### config.mk
export PLATFORM = sky130hd
export DESIGN_NAME = banked_gpio
export DESIGN_NICKNAME = d
export VERILOG_FILES = /design/src/rtl/gpio_bank_pkg.sv /design/src/rtl/gpio_reg_decode.sv /design/src/rtl/gpio_bank_slice.sv /design/src/rtl/gpio_bank_datapath.sv /design/src/rtl/banked_gpio.sv
export SDC_FILE = /design/constraint.sdc
export NUM_CORES = 2
export LEC_CHECK = 0
export BUFFER_PORTS_ARGS = -buffer_cell sky130_fd_sc_hd__buf_2
export CORE_ASPECT_RATIO = 1.2
export CORE_UTILIZATION = 26
export CTS_BUF_LIST = sky130_fd_sc_hd__clkbuf_2 sky130_fd_sc_hd__clkbuf_4 sky130_fd_sc_hd__clkbuf_8
export DETAILED_ROUTE_END_ITERATION = 10
export PLACE_DENSITY = 0.46
export SETUP_SLACK_MARGIN = 0.05
export SLEW_MARGIN = 30
export SYNTH_ARGS = -nofsm -noshare
export SYNTH_HDL_FRONTEND = slang
export SYNTH_SLANG_ARGS = --single-unit
export TNS_END_PERCENT = 10
### constraint.sdc
create_clock -name clk -period 2.3 [get_ports clk]
set_clock_uncertainty 0.15 [all_clocks]
set_input_delay 0.575 -clock clk [delete_from_list [all_inputs] [get_ports clk]]
set_output_delay 0.575 -clock clk [all_outputs]
set_load 0.01 [all_outputs]
### src/rtl/gpio_bank_pkg.sv
package gpio_bank_pkg;

  typedef enum logic [3:0] {
    K_NONE, K_LEVEL, K_DIR, K_SET, K_CLR, K_RISE, K_FALL, K_EDGE, K_AFLO, K_AFHI
  } regKind_e;

  // Strobes from the decoder to the datapath; bank index is fixed at 2 bits by the map
  typedef struct packed {
    logic     wr;
    logic     rd;
    regKind_e kind;
    logic [1:0] bank;
  } regStrobe_t;

  localparam logic [31:0] CLR_READ_VALUE = 32'd31337;

  function automatic logic [31:0] wakeMaskFor(input int b);
    case (b)
      0: wakeMaskFor = 32'h8003FE1B;
      1: wakeMaskFor = 32'h002001FC;
      2: wakeMaskFor = 32'hEC080000;
      default: wakeMaskFor = 32'h0012007F;
    endcase
  endfunction

  function automatic regKind_e groupKind(input int g);
    case (g)
      0: groupKind = K_LEVEL;
      1: groupKind = K_DIR;
      2: groupKind = K_SET;
      3: groupKind = K_CLR;
      4: groupKind = K_RISE;
      5: groupKind = K_FALL;
      6: groupKind = K_EDGE;
      default: groupKind = K_NONE;
    endcase
  endfunction

endpackage

### src/rtl/gpio_reg_decode.sv
module gpio_reg_decode
  import gpio_bank_pkg::*;
#(
  parameter int ADDR_W = 9
) (
  input  logic [ADDR_W-1:0] addr,
  input  logic              wrReq,
  input  logic              rdReq,
  output regStrobe_t        strobe
);
  localparam logic [5:0] LOW_GROUP_END = 6'd21;  // 7 kinds x 3 banks
  localparam logic [5:0] AF_END        = 6'd29;  // 8 alternate-function words
  localparam logic [5:0] HIGH_LAST     = 6'd18;  // status word of the upper window

  logic [5:0] word;
  regKind_e   kind;
  logic [1:0] bank;
  logic [5:0] afIdx;

  assign word  = addr[7:2];
  assign afIdx = word - LOW_GROUP_END;

  always_comb begin
    kind = K_NONE;
    bank = 2'd0;
    if (addr[1:0] == 2'b00) begin
      if (!addr[ADDR_W-1]) begin
        if (word < LOW_GROUP_END) begin
          kind = groupKind(int'(word) / 3);
          bank = 2'(int'(word) % 3);
        end else if (word < AF_END) begin
          kind = afIdx[0] ? K_AFHI : K_AFLO;
          bank = afIdx[2:1];
        end
      end else if ((int'(word) % 3 == 0) && (word <= HIGH_LAST)) begin
        kind = groupKind(int'(word) / 3);
        bank = 2'd3;
      end
    end
  end

  assign strobe.wr   = wrReq && (kind != K_NONE);
  assign strobe.rd   = rdReq;
  assign strobe.kind = kind;
  assign strobe.bank = bank;
endmodule

### src/rtl/gpio_bank_slice.sv
module gpio_bank_slice
  import gpio_bank_pkg::*;
#(
  parameter int                BANK_W    = 32,
  parameter logic [BANK_W-1:0] WAKE_MASK = '0
) (
  input  logic              clk,
  input  logic              rstN,
  input  logic              wrHit,
  input  regKind_e          wrKind,
  input  logic [BANK_W-1:0] wrData,
  input  logic [BANK_W-1:0] lvlNow,
  input  logic [BANK_W-1:0] lvlPrev,
  output logic [BANK_W-1:0] dirQ,
  output logic [BANK_W-1:0] outQ,
  output logic [BANK_W-1:0] riseQ,
  output logic [BANK_W-1:0] fallQ,
  output logic [BANK_W-1:0] statQ,
  output logic [BANK_W-1:0] setLastQ,
  output logic [BANK_W-1:0] afLoQ,
  output logic [BANK_W-1:0] afHiQ,
  output logic              wakeHit
);
  logic [BANK_W-1:0] edgeHit;
  logic [BANK_W-1:0] clrMask;

  // only input pins capture edges
  assign edgeHit = ((lvlNow & ~lvlPrev & riseQ) | (~lvlNow & lvlPrev & fallQ)) & ~dirQ;
  assign clrMask = (wrHit && wrKind == K_EDGE) ? wrData : '0;
  assign wakeHit = |((lvlNow ^ lvlPrev) & ~dirQ & WAKE_MASK);

  always_ff @(posedge clk or negedge rstN) begin
    if (!rstN) begin
      dirQ     <= '0;
      outQ     <= '0;
      riseQ    <= '0;
      fallQ    <= '0;
      statQ    <= '0;
      setLastQ <= '0;
      afLoQ    <= '0;
      afHiQ    <= '0;
    end else begin
      if (wrHit) begin
        case (wrKind)
          K_DIR:  dirQ  <= wrData;
          K_SET: begin
            outQ     <= outQ | wrData;
            setLastQ <= wrData;
          end
          K_CLR:  outQ  <= outQ & ~wrData;
          K_RISE: riseQ <= wrData;
          K_FALL: fallQ <= wrData;
          K_AFLO: afLoQ <= wrData;
          K_AFHI: afHiQ <= wrData;
          default: ;
        endcase
      end
      // a fresh edge overrides a clear in the same cycle
      statQ <= (statQ & ~clrMask) | edgeHit;
    end
  end
endmodule

### src/rtl/gpio_bank_datapath.sv
module gpio_bank_datapath
  import gpio_bank_pkg::*;
#(
  parameter int NUM_BANKS = 4,
  parameter int BANK_W    = 32,
  localparam int NPINS    = NUM_BANKS * BANK_W
) (
  input  logic              clk,
  input  logic              rstN,
  input  regStrobe_t        strobe,
  input  logic [BANK_W-1:0] wrData,
  input  logic [NPINS-1:0]  pinIn,
  output logic [BANK_W-1:0] rdData,
  output logic [NPINS-1:0]  pinOut,
  output logic [NPINS-1:0]  pinDir,
  output logic [NPINS-1:0]  statusAll,
  output logic              wakeReq
);
  logic [NPINS-1:0] syncA, syncB, syncC;
  logic [BANK_W-1:0] dirArr [NUM_BANKS];
  logic [BANK_W-1:0] outArr [NUM_BANKS];
  logic [BANK_W-1:0] riseArr [NUM_BANKS];
  logic [BANK_W-1:0] fallArr [NUM_BANKS];
  logic [BANK_W-1:0] statArr [NUM_BANKS];
  logic [BANK_W-1:0] setArr [NUM_BANKS];
  logic [BANK_W-1:0] afLoArr [NUM_BANKS];
  logic [BANK_W-1:0] afHiArr [NUM_BANKS];
  logic [BANK_W-1:0] levelArr [NUM_BANKS];
  logic [NUM_BANKS-1:0] wakeVec;

  always_ff @(posedge clk or negedge rstN) begin
    if (!rstN) begin
      syncA <= '0;
      syncB <= '0;
      syncC <= '0;
    end else begin
      syncA <= pinIn;
      syncB <= syncA;
      syncC <= syncB;
    end
  end

  for (genvar b = 0; b < NUM_BANKS; b++) begin : g_bank
    gpio_bank_slice #(
      .BANK_W   (BANK_W),
      .WAKE_MASK(BANK_W'(wakeMaskFor(b)))
    ) u_slice (
      .clk     (clk),
      .rstN    (rstN),
      .wrHit   (strobe.wr && (int'(strobe.bank) == b)),
      .wrKind  (strobe.kind),
      .wrData  (wrData),
      .lvlNow  (syncB[b*BANK_W +: BANK_W]),
      .lvlPrev (syncC[b*BANK_W +: BANK_W]),
      .dirQ    (dirArr[b]),
      .outQ    (outArr[b]),
      .riseQ   (riseArr[b]),
      .fallQ   (fallArr[b]),
      .statQ   (statArr[b]),
      .setLastQ(setArr[b]),
      .afLoQ   (afLoArr[b]),
      .afHiQ   (afHiArr[b]),
      .wakeHit (wakeVec[b])
    );
    assign levelArr[b] = (outArr[b] & dirArr[b]) | (syncB[b*BANK_W +: BANK_W] & ~dirArr[b]);
    assign pinDir[b*BANK_W +: BANK_W]    = dirArr[b];
    assign pinOut[b*BANK_W +: BANK_W]    = outArr[b] & dirArr[b];
    assign statusAll[b*BANK_W +: BANK_W] = statArr[b];
  end

  always_ff @(posedge clk or negedge rstN) begin
    if (!rstN) begin
      rdData  <= '0;
      wakeReq <= 1'b0;
    end else begin
      wakeReq <= |wakeVec;
      if (strobe.rd) begin
        case (strobe.kind)
          K_LEVEL: rdData <= levelArr[strobe.bank];
          K_DIR:   rdData <= dirArr[strobe.bank];
          K_SET:   rdData <= setArr[strobe.bank];
          K_CLR:   rdData <= BANK_W'(CLR_READ_VALUE);
          K_RISE:  rdData <= riseArr[strobe.bank];
          K_FALL:  rdData <= fallArr[strobe.bank];
          K_EDGE:  rdData <= statArr[strobe.bank];
          K_AFLO:  rdData <= afLoArr[strobe.bank];
          K_AFHI:  rdData <= afHiArr[strobe.bank];
          default: rdData <= '0;
        endcase
      end
    end
  end
endmodule

### src/rtl/banked_gpio.sv
module banked_gpio
  import gpio_bank_pkg::*;
#(
  parameter int NUM_BANKS = 4,
  parameter int BANK_W    = 32,
  parameter int ADDR_W    = 9,
  localparam int NPINS    = NUM_BANKS * BANK_W
) (
  input  logic              clk,
  input  logic              rstN,
  input  logic [ADDR_W-1:0] regAddr,
  input  logic [BANK_W-1:0] regWdata,
  input  logic              regWr,
  input  logic              regRd,
  output logic [BANK_W-1:0] regRdata,
  input  logic [NPINS-1:0]  pinIn,
  output logic [NPINS-1:0]  pinOut,
  output logic [NPINS-1:0]  pinDir,
  output logic              irqPin0,
  output logic              irqPin1,
  output logic              irqOther,
  output logic              wakeReq
);
  regStrobe_t       strobe;
  logic [NPINS-1:0] statusAll;

  gpio_reg_decode #(.ADDR_W(ADDR_W)) u_decode (
    .addr  (regAddr),
    .wrReq (regWr),
    .rdReq (regRd),
    .strobe(strobe)
  );

  gpio_bank_datapath #(.NUM_BANKS(NUM_BANKS), .BANK_W(BANK_W)) u_dp (
    .clk      (clk),
    .rstN     (rstN),
    .strobe   (strobe),
    .wrData   (regWdata),
    .pinIn    (pinIn),
    .rdData   (regRdata),
    .pinOut   (pinOut),
    .pinDir   (pinDir),
    .statusAll(statusAll),
    .wakeReq  (wakeReq)
  );

  assign irqPin0  = statusAll[0];
  assign irqPin1  = statusAll[1];
  assign irqOther = |statusAll[NPINS-1:2];
endmodule

==> summary.txt <==
Synth
  • YS warnings: 0
  • Yosys reg bits: 1441
  • Post-synth ARST share: 100%
  • Top post-synthesis cells by area: dfrtp_1, mux2_2, nand2_1, a222oi_1, o21ai_0
  • Share of the synthesized area in the top cell type: 58.0%
  • Cell count after synthesis: 5538
  • Synthesized Nets: 5790
  • Top_reg_cell synth: dfrtp_1
  • Register area share after synthesis: 58.0%
  • Syn Area/Cell: 11.2 sq um
  • Area leader, netlist: dfrtp_1
  • Distinct cells, synth: 83
  • Post-synth EDFFs: 0
  • Mapped Area: 62100 sq um

STA
  • Fin Hold WS: 0.0659 ns
  • Max_slew headroom: 39.8%
  • Setup WS post-layout: -2.30 ns
  • Final clock period utilization by the worst path: 200%
  • Finish-stage setup viols: 1307
  • Post-route minimum period: 4.60 ns
  • Least-Margin Pin Slew: 0.900 ns
  • Fmax: 0.217 GHz
  • RSZ-0062 raised after global routing: true
  • Slew Limit Fails: 0
  • Final hold vios: 0

Power and ir drop
  • Clock power share: 45.3%
  • Cell-internal power: 42.5 mW
  • Maximum VDD drop: 435 uV
  • Standby leakage power: 43.1 nW
  • Switching share of total power: 27.1%
  • Comb pwr share: 9.8%
  • Flop pwr share: 44.8%
  • Net switching power: 15.8 mW
  • Pwr Density: 660 nW/um^2

Placed design
  • Post-DP HPWL: 237 mm
  • Routability cong.: 0.970
  • IO buf count: 464
  • Placed Instances: 9681

Worst hold path
  • HP Class: in2reg

Routing
  • Drc violations: 0
  • Via Count: 56054
  • Initial DRC Count: 6384
  • Post-route ant nets: 0
  • WL per Instance: 32.7 um
  • Pre-antenna DRT Iters: 9
  • Via-to-Cell Ratio: 5.33
  • DRT Wirelength: 344 mm

Clocking
  • H-tree levels: 5
  • Clk pin slew, worst setup/hold paths: 0.06 ns
  • CTS root buffer: clkbuf_8
  • Cts bufs inserted: 273
  • Deepest clock path buffer count: 4
  • CTS Sinks: 1441
  • Worst-Skew Late Latency: 1.01 ns
  • CTS tree: built

Floorplanning
  • Initial Utilization: 26.2%
  • I/O pins: 465
  • Die width: 448 um
  • Chip height: 538 um
  • Die area: 241000 sq um
  • Number of placement rows: 196
  • Core area: 238000 sq um

Final layout
  • Non-filler cells, final: 10516
  • Share of layout cells above drive strength 1: 38.3%
  • Final net count: 7410
  • Fillers: 23478
  • Area delta synth->final: 42.2%

Global routing
  • Grt ovf: 0
  • Initial antenna violation count: 25
  • Pin count of the biggest net entering global routing: 82
  • Vias in the first global route: 56838
  • Total track usage: 27.7%
  • First-pass GRT wire length: 464 mm

Critical path
  • CP endpoint kind: register
  • R2r setup slk: -0.36 ns
  • Max incr delay on CP: 0.42 ns
  • Critical path type: in2reg
  • Setup crit start: regAddr[6]
  • Crit path launch type: input port
  • Reg-to-Reg End: u_dp.wakeReq$_DFF_PN0_
  • Critical R2R Launch: u_dp.syncB[13]$_DFF_PN0_
  • FF-to-FF path depth: 8
  • Arr. time, crit path: 5.33 ns
  • Worst Path Max Fanout: 6
  • Critical path's slowest cell: or3_4
  • Required time of the critical path: 3.02 ns

Status
  • Failing checks: negative setup slack
  • Status: complete, but fails checks

Flow run
  • Max-Cap Viols: 0
[through the flow]
step | power, mW | utilization, % | worst slack [ns] | cell area [sq um] | TNS, ns
CTS | 58.6 | 36.5 | -2.21 | 86800 | -2201.13
floorplan | 27.9 | - | -3.14 | 62700 | -3222.01
detailed placement | 31.4 | 32.1 | -3.53 | 76200 | -3492.31
finish | 58.3 | 37.2 | -2.30 | 88400 | -2294.57
global route | 60.2 | 37.2 | -2.43 | 88400 | -2437.98
global placement | 31.4 | 32.1 | -3.54 | 76200 | -3511.32
[power by group through the flow]
stage                     clock network [mW]  logic (mW)  registers (mW)
after floorplan                            0        1.51            26.4
after global placement                     0        4.77            26.6
after detailed placement                   0        4.77            26.6
after CTS                               27.0        5.52            26.1
after global routing                    28.1        5.97            26.2
final                                   26.4        5.74            26.1
[how the worst min path moves through the flow]
stage / from / endpoint / slack, ns / depth (start not counted)
CTS: pinIn[100] / u_dp.syncA[100]$_DFF_PN0_ / 0.006 / 2
finish: pinIn[100] / u_dp.syncA[100]$_DFF_PN0_ / 0.07 / 2
global placement: u_dp.syncA[115]$_DFF_PN0_ / u_dp.syncB[115]$_DFF_PN0_ / 0.18 / 0
detailed placement: u_dp.syncA[115]$_DFF_PN0_ / u_dp.syncB[115]$_DFF_PN0_ / 0.18 / 0
floorplan: rstN / asynchronous set/reset pin / 0.13 / 0
global route: pinIn[100] / u_dp.syncA[100]$_DFF_PN0_ / 0.02 / 2
[cells in the mapped netlist (9+ instances only)]
cell type and n:
and3_1 17, o221ai_1 14, o21bai_1 14, a31oi_1 88
o41ai_1 12, a22oi_1 83, nand2b_1 10, a211oi_1 21
dfrtp_1 1441, o22ai_1 60, nand3b_1 35, a221oi_1 15
clkbuf_1 248, a22o_1 41, a222oi_1 134, nand2_1 830
o31ai_1 40, a2111oi_0 14, mux2i_1 75, mux2_1 103
nand3_1 127, nor4_1 62, buf_1 46, nor2_1 194
o32ai_1 18, buf_2 80, o211ai_1 23, mux2_2 474
ha_1 79, nor3_1 78, and2_1 129, o21ai_0 248
nand4_1 26, inv_1 244, o2bb2ai_1 64, a21oi_1 202
a32o_1 9
[logic make-up (layout without fill, tap and decap cells)]
family | count (synthesis) | after routing | share of synthesized area, %
DFF | 1441 | 1441 | 58.0
xor gates and xnor gates | 2 | 2 | 0.0282
AOI/OAI and AO/OA | 1181 | 1181 | 13.3
buffers and inverters | 620 | 2416 | 3.91
other | 0 | 14 | 0
and+or+nand+nor | 1562 | 1562 | 11.5
adders and majority gates | 80 | 80 | 1.61
muxes | 652 | 652 | 11.7
[routing by layer]
metal  share of wire (%)  wire length, um  global-route usage (%)  vias to the layer above
met1                  38           131000                    32.9                    28932
met5               0.027               92                       0                        -
met3                 7.8            26800                    6.17                      913
met2                  46           158000                    44.7                     2934
met4                 8.1            28000                    18.9                       16
li1                    -                -                       -                    23259
[timing repair]
action	in CTS	in global routing
resized for setup	351	291
pin swaps	142	142
setup endpoints to repair	1348	1347
hold buffers	168	0
cloned	28	9
hold endpoints to repair	1809	0
setup buffers	122	58
[layout by cell type (no fill, tap or decap), types with 76 or more instances in the layout]
cell type         n
ha_1             76
a21oi_1         170
clkbuf_4         85
o21ai_0         157
buf_6            82
dfrtp_1        1441
a222oi_1        134
nor2_1          187
buf_12          211
mux2_2          423
dlygate4sd3_1   168
buf_4           739
nand3_1         113
buf_2           460
nand2_1         757
a22oi_1          81
clkbuf_8        318
mux2_1           87
a31oi_1          84
inv_1           244
and2_1          127
[worst max-delay path: cells and delay by family]
family	cells	cell delay (ns)
AO/OA/AOI/OAI	4	0.81
adder cells (fa/ha/maj)	3	0.61
buffers and inverters	10	1.44
AND/OR/NAND/NOR	12	1.88
[final cells by class]
cell class | count | area (sq um) | share of cell area [%]
Timing Repair Buffer | 1719 | 16100 | 18.2
Clock buffer | 403 | 5010 | 5.67
Inverter | 246 | 923 | 1.04
Tap cell | 3168 | 3960 | 4.48
Multi-Input combinational cell | 3477 | 25800 | 29.2
Antenna cell | 14 | 35.0 | 0.0396
Clock inverter | 48 | 443 | 0.501
Sequential cell | 1441 | 36100 | 40.8
No activity file was read; power rests on OpenSTA's default activity.
